--- config.mk ---
export PLATFORM = sky130hd
export DESIGN_NAME = rbus_arbiter
export DESIGN_NICKNAME = d
export VERILOG_FILES = /design/src/rtl/rbus_pkg.sv /design/src/rtl/rbus_grant_ctrl.sv /design/src/rtl/rbus_datapath.sv /design/src/rtl/rbus_arbiter.sv
export SDC_FILE = /design/constraint.sdc
export NUM_CORES = 1
export LEC_CHECK = 0
export ABC_AREA = 1
export BUFFER_PORTS_ARGS = -buffer_cell sky130_fd_sc_hd__buf_4
export CAP_MARGIN = 30
export CORE_MARGIN = 8
export CORE_UTILIZATION = 50
export DETAILED_ROUTE_END_ITERATION = 8
export PLACE_DENSITY = 0.76
export SKIP_CTS_REPAIR_TIMING = 1
export SYNTH_ARGS = -nofsm -noshare
export SYNTH_HDL_FRONTEND = slang
export SYNTH_SLANG_ARGS = --single-unit
--- constraint.sdc ---
create_clock -name clk -period 2.4 [get_ports clk]
set_input_delay 0.12 -clock clk [delete_from_list [all_inputs] [get_ports clk]]
set_output_delay 0.12 -clock clk [all_outputs]
set_load 0.05 [all_outputs]
--- src/rtl/rbus_pkg.sv ---
package rbus_pkg;
  // strobes from the grant control to the bus datapath
  typedef struct packed {
    logic capture; // load the granted pair onto the bus
    logic idle;    // drive the no-broadcast code
  } busStrobe_t;
endpackage

--- src/rtl/rbus_grant_ctrl.sv ---
module rbus_grant_ctrl
  import rbus_pkg::*;
#(
  parameter int NUM_REQ = 4,
  parameter int SEQ_W   = 6
) (
  input  logic [NUM_REQ-1:0]            reqValid,
  input  logic [NUM_REQ-1:0][SEQ_W-1:0] reqSeq,
  output logic [NUM_REQ-1:0]            grant,
  output busStrobe_t                    strobe
);
  localparam logic [SEQ_W-1:0] HALF_RANGE = SEQ_W'(1) << (SEQ_W - 1);

  // a issued before b under modular ordering
  function automatic logic seqOlder(input logic [SEQ_W-1:0] a, input logic [SEQ_W-1:0] b);
    logic [SEQ_W-1:0] gap;
    gap = b - a;
    return (gap != '0) && (gap < HALF_RANGE);
  endfunction

  // beats[i][j]: requester i does not lose to requester j
  logic [NUM_REQ-1:0][NUM_REQ-1:0] beats;
  logic [NUM_REQ-1:0] winVec;

  for (genvar i = 0; i < NUM_REQ; i++) begin : g_row
    for (genvar j = 0; j < NUM_REQ; j++) begin : g_col
      if (i == j) begin : g_self
        assign beats[i][j] = 1'b1;
      end else if (i < j) begin : g_tieWin
        assign beats[i][j] = !reqValid[j] || seqOlder(reqSeq[i], reqSeq[j])
                             || (reqSeq[i] == reqSeq[j]);
      end else begin : g_tieLose
        assign beats[i][j] = !reqValid[j] || seqOlder(reqSeq[i], reqSeq[j]);
      end
    end
    assign winVec[i] = reqValid[i] && (&beats[i]);
  end

  // keep the grant one-hot even for sequence sets outside the window
  always_comb begin
    logic found;
    grant = '0;
    found = 1'b0;
    for (int i = 0; i < NUM_REQ; i++) begin
      if (!found && winVec[i]) begin
        grant[i] = 1'b1;
        found = 1'b1;
      end
    end
    for (int i = 0; i < NUM_REQ; i++) begin
      if (!found && reqValid[i]) begin
        grant[i] = 1'b1;
        found = 1'b1;
      end
    end
  end

  assign strobe.capture = |reqValid;
  assign strobe.idle    = ~|reqValid;
endmodule

--- src/rtl/rbus_datapath.sv ---
module rbus_datapath
  import rbus_pkg::*;
#(
  parameter int NUM_REQ = 4,
  parameter int TAG_W   = 4,
  parameter int DATA_W  = 16
) (
  input  logic                            clk,
  input  logic                            rstN,
  input  busStrobe_t                      strobe,
  input  logic [NUM_REQ-1:0]              grant,
  input  logic [NUM_REQ-1:0][TAG_W-1:0]   reqTag,
  input  logic [NUM_REQ-1:0][DATA_W-1:0]  reqValue,
  output logic                            busValid,
  output logic [TAG_W-1:0]                busTag,
  output logic [DATA_W-1:0]               busValue
);
  logic [TAG_W-1:0]  selTag;
  logic [DATA_W-1:0] selValue;

  // one-hot AND-OR select
  always_comb begin
    selTag   = '0;
    selValue = '0;
    for (int i = 0; i < NUM_REQ; i++) begin
      selTag   = selTag   | ({TAG_W{grant[i]}}  & reqTag[i]);
      selValue = selValue | ({DATA_W{grant[i]}} & reqValue[i]);
    end
  end

  always_ff @(posedge clk) begin
    if (!rstN) begin
      busValid <= 1'b0;
      busTag   <= '0;
      busValue <= '0;
    end else if (strobe.capture) begin
      busValid <= 1'b1;
      busTag   <= selTag;
      busValue <= selValue;
    end else begin
      busValid <= 1'b0;
      busTag   <= '0;
      busValue <= '0;
    end
  end
endmodule

--- src/rtl/rbus_arbiter.sv ---
module rbus_arbiter
  import rbus_pkg::*;
#(
  parameter int NUM_REQ = 4,
  parameter int TAG_W   = 4,
  parameter int DATA_W  = 16,
  parameter int SEQ_W   = 6
) (
  input  logic                            clk,
  input  logic                            rstN,
  input  logic [NUM_REQ-1:0]              reqValid,
  input  logic [NUM_REQ-1:0][TAG_W-1:0]   reqTag,
  input  logic [NUM_REQ-1:0][DATA_W-1:0]  reqValue,
  input  logic [NUM_REQ-1:0][SEQ_W-1:0]   reqSeq,
  output logic [NUM_REQ-1:0]              grant,
  output logic                            busValid,
  output logic [TAG_W-1:0]                busTag,
  output logic [DATA_W-1:0]               busValue
);
  busStrobe_t strobe;

  rbus_grant_ctrl #(.NUM_REQ(NUM_REQ), .SEQ_W(SEQ_W)) ctrl (
    .reqValid(reqValid),
    .reqSeq  (reqSeq),
    .grant   (grant),
    .strobe  (strobe)
  );

  rbus_datapath #(.NUM_REQ(NUM_REQ), .TAG_W(TAG_W), .DATA_W(DATA_W)) dpath (
    .clk     (clk),
    .rstN    (rstN),
    .strobe  (strobe),
    .grant   (grant),
    .reqTag  (reqTag),
    .reqValue(reqValue),
    .busValid(busValid),
    .busTag  (busTag),
    .busValue(busValue)
  );
endmodule

# Word-level counts from Yosys, hierarchy flattened
# Index checks and enable logic that the tools add are counted.
# totals
ff_bits	21
ram_bits	0
romBits	0
n_memories	0
latchBits	0
# classes
n_shift	0
n_reduce_logical	70
bitwise	14
div_mod_pow	0
magnitude_cmp	12
n_eq_ne	6
muxes	15
addsub	12
n_mul	0
# ops
operator	count
6-bit less-than comparator (second input constant)	12
6-bit nonzero test	12
6-bit subtractor	12
16-bit AND	4
16-bit OR	3
6-bit equality test	6
1-bit logical AND	23
1-bit logical OR	18
4-bit AND	4
1-bit two-way mux	15
4-bit OR	3
3-bit AND reduction	4
1-bit zero test	11
4-bit OR reduction	1
2-bit AND reduction	1

# Depth between registers and ports, before layout
# logic_depth
word_depth	31
ltp_mapped	24
mapped_depth_nobuf	23

# Modules after synthesis
# From an unflattened synthesis, not the netlist that was laid out.
# hier_totals
cells_unflattened	773
hier_area_um2	4242.8
# modules_own_cells
mod	cells_per_inst	area_per_inst_um2	seq_area_each_um2	n_inst
rbus_grant_ctrl	580	3121.7	0.0	1
rbus_datapath	193	1121.1	420.4	1

# Worst setup path before layout
# No wires, ideal clock.
# synth_timing
kind	input to output
from	in reqSeq[18] (netlist bit)
to	out grant[2]
path_buffers	1
setup_slack_ns	0.017
arrival_time_ns	2.263
cell_stages	20
required_ns	2.280
cell_sequence	inv_1 -> ha_1 -> inv_1 -> fa_1 -> inv_1 -> nand2_1 -> a21oi_1 -> nand2_1 -> nor2_1 -> nand2_1 -> nand2_1 -> nand2_1 -> nand2_1 -> inv_1 -> nand2_2 -> nand3_2 -> nor2_2 -> nand4_2 -> buf_2 -> nand2_1
# synth_via
elab_chain_cells	26
# synth_lines
item	line	text
from (decl)	rbus_arbiter.sv:14	input logic [NUM_REQ-1:0][SEQ_W-1:0] reqSeq,
6-bit subtractor	rbus_grant_ctrl.sv:17	gap = b - a;
6-bit less-than comparator / 6-bit nonzero test (equally long branches)	rbus_grant_ctrl.sv:18	return (gap != '0) && (gap < HALF_RANGE);
1-bit logical AND	rbus_grant_ctrl.sv:18	
1-bit logical OR	rbus_grant_ctrl.sv:30	assign beats[i][j] = !reqValid[j] || seqOlder(reqSeq[i], reqSeq[j])
1-bit logical OR	rbus_grant_ctrl.sv:31	|| (reqSeq[i] == reqSeq[j]);
3-bit AND reduction	rbus_grant_ctrl.sv:36	assign winVec[i] = reqValid[i] && (&beats[i]);
1-bit logical AND	rbus_grant_ctrl.sv:36	
1-bit two-way mux	rbus_grant_ctrl.sv:45	if (!found && winVec[i]) begin
[10 not listed]	-	
1-bit logical AND	rbus_grant_ctrl.sv:51	if (!found && reqValid[i]) begin
1-bit two-way mux	rbus_grant_ctrl.sv:51	
1-bit zero test	rbus_grant_ctrl.sv:51	
1-bit logical AND	rbus_grant_ctrl.sv:51	
1-bit two-way mux	rbus_grant_ctrl.sv:51	
1-bit zero test	rbus_grant_ctrl.sv:51	
1-bit logical AND	rbus_grant_ctrl.sv:51	
1-bit two-way mux (*)	rbus_grant_ctrl.sv:51	
to (decl)	rbus_arbiter.sv:15	output logic [NUM_REQ-1:0] grant,
# Mark *: on every way between the ends. The rest lies on a longest branch, timed or not.

# Worst setup path after layout
# layout_timing
from	in reqSeq[12] (netlist bit)
to	out grant[2]
# The elaborated chain is that of the path after synthesis.

==> impl_metrics.csv <==
group,metric,value,unit
status,outcome,"finished with violations",
status,violations,"negative setup slack",
grt,grt_pass1_wl,23900,µm
grt,grt_usage,25.7,%
sta,timing.final.max_slew_violations,0,
placed_design,pre_cts_ws,-489,ps
synthesis,synth_top_family_by_area,"simple AND/OR/NAND/NOR gates",
synthesis,synth-xor-area-share,1.96,%
detailed_routing,drc,0,
detailed_routing,detail-route-antenna-nets,0,
worst_setup_path,path_max_fanout,7,
worst_setup_path,critPathCaptureType,"output port",
sta,fin_crit,2560,ps
detailed_routing,wire_per_inst,15.6,µm
power_and_ir_drop,ir_drop,0.000290,V
synthesis,syn_avg_cell_area,5.73,µm²
synthesis,ys_async_sr_fraction,0,%
detailed_routing,drt_iter0_drc,365,
grt,met3_usage,4.99,%
clock_tree,path_clk_slew,70,ps
synthesis,synth-simple-area-share,43.2,%
worst_setup_path,crit_required,2280,ps
floorplanning,die_w,106,µm
placed_design,dp_hpwl,13200,µm
worst_setup_path,max_stage_delay,430,ps
sta,rsz0062_at_grt,"true",
placed_design,io_buffers,134,
clock_tree,cts_tree,"done",
sta,finalCritPeriodShare,107,%
layout,final_cell_area,5870,µm²
worst_setup_path,crit_top_cell,"nand2_1",
sta,setup_viol,20,
layout,layout_commonest_cell,"nand2_1",
clock_tree,cts-root-buf,"clkbuf_8",
worst_setup_path,cp.arrival,2440,ps
sta,worst_slack,-157,ps
synthesis,netlist-cell-type-count,33,
layout,nNetsFinal,1071,
sta,hold_viol,0,
synthesis,synth_edf_count,0,
placed_design,place_area,5600,µm²
clock_tree,clock_tree.buffer_depth,2,
synthesis,ys_seq_area_share,10.4,%
layout,final_cell_mix,"nand2_1, buf_4, inv_1, nand3_1, nor2_1",
worst_setup_path,slowest_stage,"fa_1",
synthesis,syn-num-nets,878,
floorplanning,die_area,11200,µm²
clock_tree,htreeDepth,1,
sta,slew-limit-headroom,59.8,%
placed_design,routabilityCongestion,0.956,
synthesis,synth_area,4020,µm²
layout,area_delta_synth_final,45.9,%
layout,insertedDiodeCount,0,
detailed_routing,drt_pass1_iterations,5,
layout,drive_gt1_share,27.7,%
floorplanning,num_rows,32,
synthesis,ys_seq_elements,21,
sta,tns,-1210,ps
min_path,hp-class,"input pin to register",
grt,use_met2,47.0,%
clock_tree,cts_buffers,3,
floorplanning,initial_utilization,51.8,%
grt,grt_use_met1,29.8,%
detailed_routing,routed_via_density,5.25,
synthesis,yosysWarnings,0,
synthesis,ys.flop_type,"dfxtp_1",
sta,max_clock_freq,391,MHz
worst_setup_path,crit_chain,"buf_4, inv_1, ha_1, inv_1, fa_1, a21oi_1, nand2_1, a21oi_1, nand3_1, nand2_1, nand2_1, nand2_1, inv_2, nand2_4, nand3_4, nor2_4, nand4_2, buf_6, nand2_4, buf_8",
grt,grt_start_max_net_pins,22,
grt,grt.busiest_layer,"met2",
synthesis,muxShareOfSynthArea,0,%
floorplanning,coreArea,7770,µm²
worst_setup_path,crit_path_start_kind,"input pin",
floorplanning,die_h,106,µm
grt,grt_pass1_vias,4898,
power_and_ir_drop,p_leak,3.39,nW
synthesis,synthAdderAreaFrac,21.6,%
floorplanning,top_level_ports,135,
worst_setup_path,critPathKind,"input pin to output port",
detailed_routing,routed_wl,15500,µm
detailed_routing,vias,5231,
grt,antenna_found_initial,0,
grt,overflow,0,
power_and_ir_drop,p_per_area,406,nW/µm²
clock_tree,cts_sinks,21,
synthesis,synth-compound-area-share,10.4,%
sta,max_slew.worst_pin.slew,603,ps
synthesis,postSynthCellCount,702,
layout,final_util,75.6,%
flow_run,maxCapViolCount,0,
==> synthesized netlist by cell type, types with 4 or more instances <==
library cell | n | area share, %
ha_1 | 60 | 19
clkbuf_1 | 4 | 0.37
a21oi_1 | 33 | 4.1
xor2_1 | 8 | 1.7
buf_2 | 7 | 0.87
nor2_1 | 65 | 6.1
dfxtp_1 | 21 | 10
o21ai_0 | 4 | 0.50
nor3_1 | 4 | 0.50
nand2_1 | 244 | 23
nand4_1 | 13 | 2.0
a31oi_1 | 4 | 0.62
nand3_1 | 77 | 9.6
a21boi_1 | 19 | 3.5
inv_1 | 103 | 9.6
fa_1 | 6 | 3.0
==> through the flow <==
step,cells,hold WS [ps],power [mW]
floorplan,702,270,1.43
global placement,986,357,2.02
detailed placement,986,358,2.05
finish,996,91.4,2.38
global route,996,85.3,2.56
CTS,990,85.1,2.29
==> path summary, 6_finish.rpt <==
check,start,to,slack [ps],cells after the start
setup / recovery,reqSeq[12],grant[2],-160,20
hold / removal,rstN,dpath.busValid$_SDFF_PN0_,90,2
==> logic make-up (layout without fill, tap and decap cells) <==
family / Yosys count / after routing
xor gates and xnor gates: 9 / 9
buffers and inverters: 122 / 314
AOI/OAI and AO/OA: 69 / 69
and+or+nand+nor: 415 / 415
DFF: 21 / 21
adders and majority gates: 66 / 66
==> layer usage <==
layer  routed length [µm]  share of wire [%]  up-vias
met5                    0                  0        -
met1                 6250                 40     2341
met3                 1250                8.1       29
met4                  352                2.3        0
li1                     -                  -     2610
met2                 7650                 49      251
==> worst max-delay path: cells and delay by family <==
kind | cells | cell delay (ps)
compound gates | 2 | 260
fa+ha+maj | 2 | 610
buf+inv | 6 | 640
simple gates | 10 | 810
==> power breakdown <==
part / switching (mW) / internal (mW)
clock: 0.115 / 0.116
combinational: 1.02 / 0.707
sequential: 0.0189 / 0.403
==> flip-flops by register name, summed over array words and instances (netlist names) <==
name and flops:
dpath.busTag 4, dpath.busValid 1, dpath.busValue 16
==> final cells by class <==
cell class              instances  area [µm²]
flip-flops and latches         21         420
repair buffers                204        1650
clock buffers                   3        41.3
multi-input cells             559        3220
inverters                     106         412
well taps                     102         128
clock inverters                 1        5.00
fillers                       665        1900
Note: power is estimated with default switching activity, not from simulation.
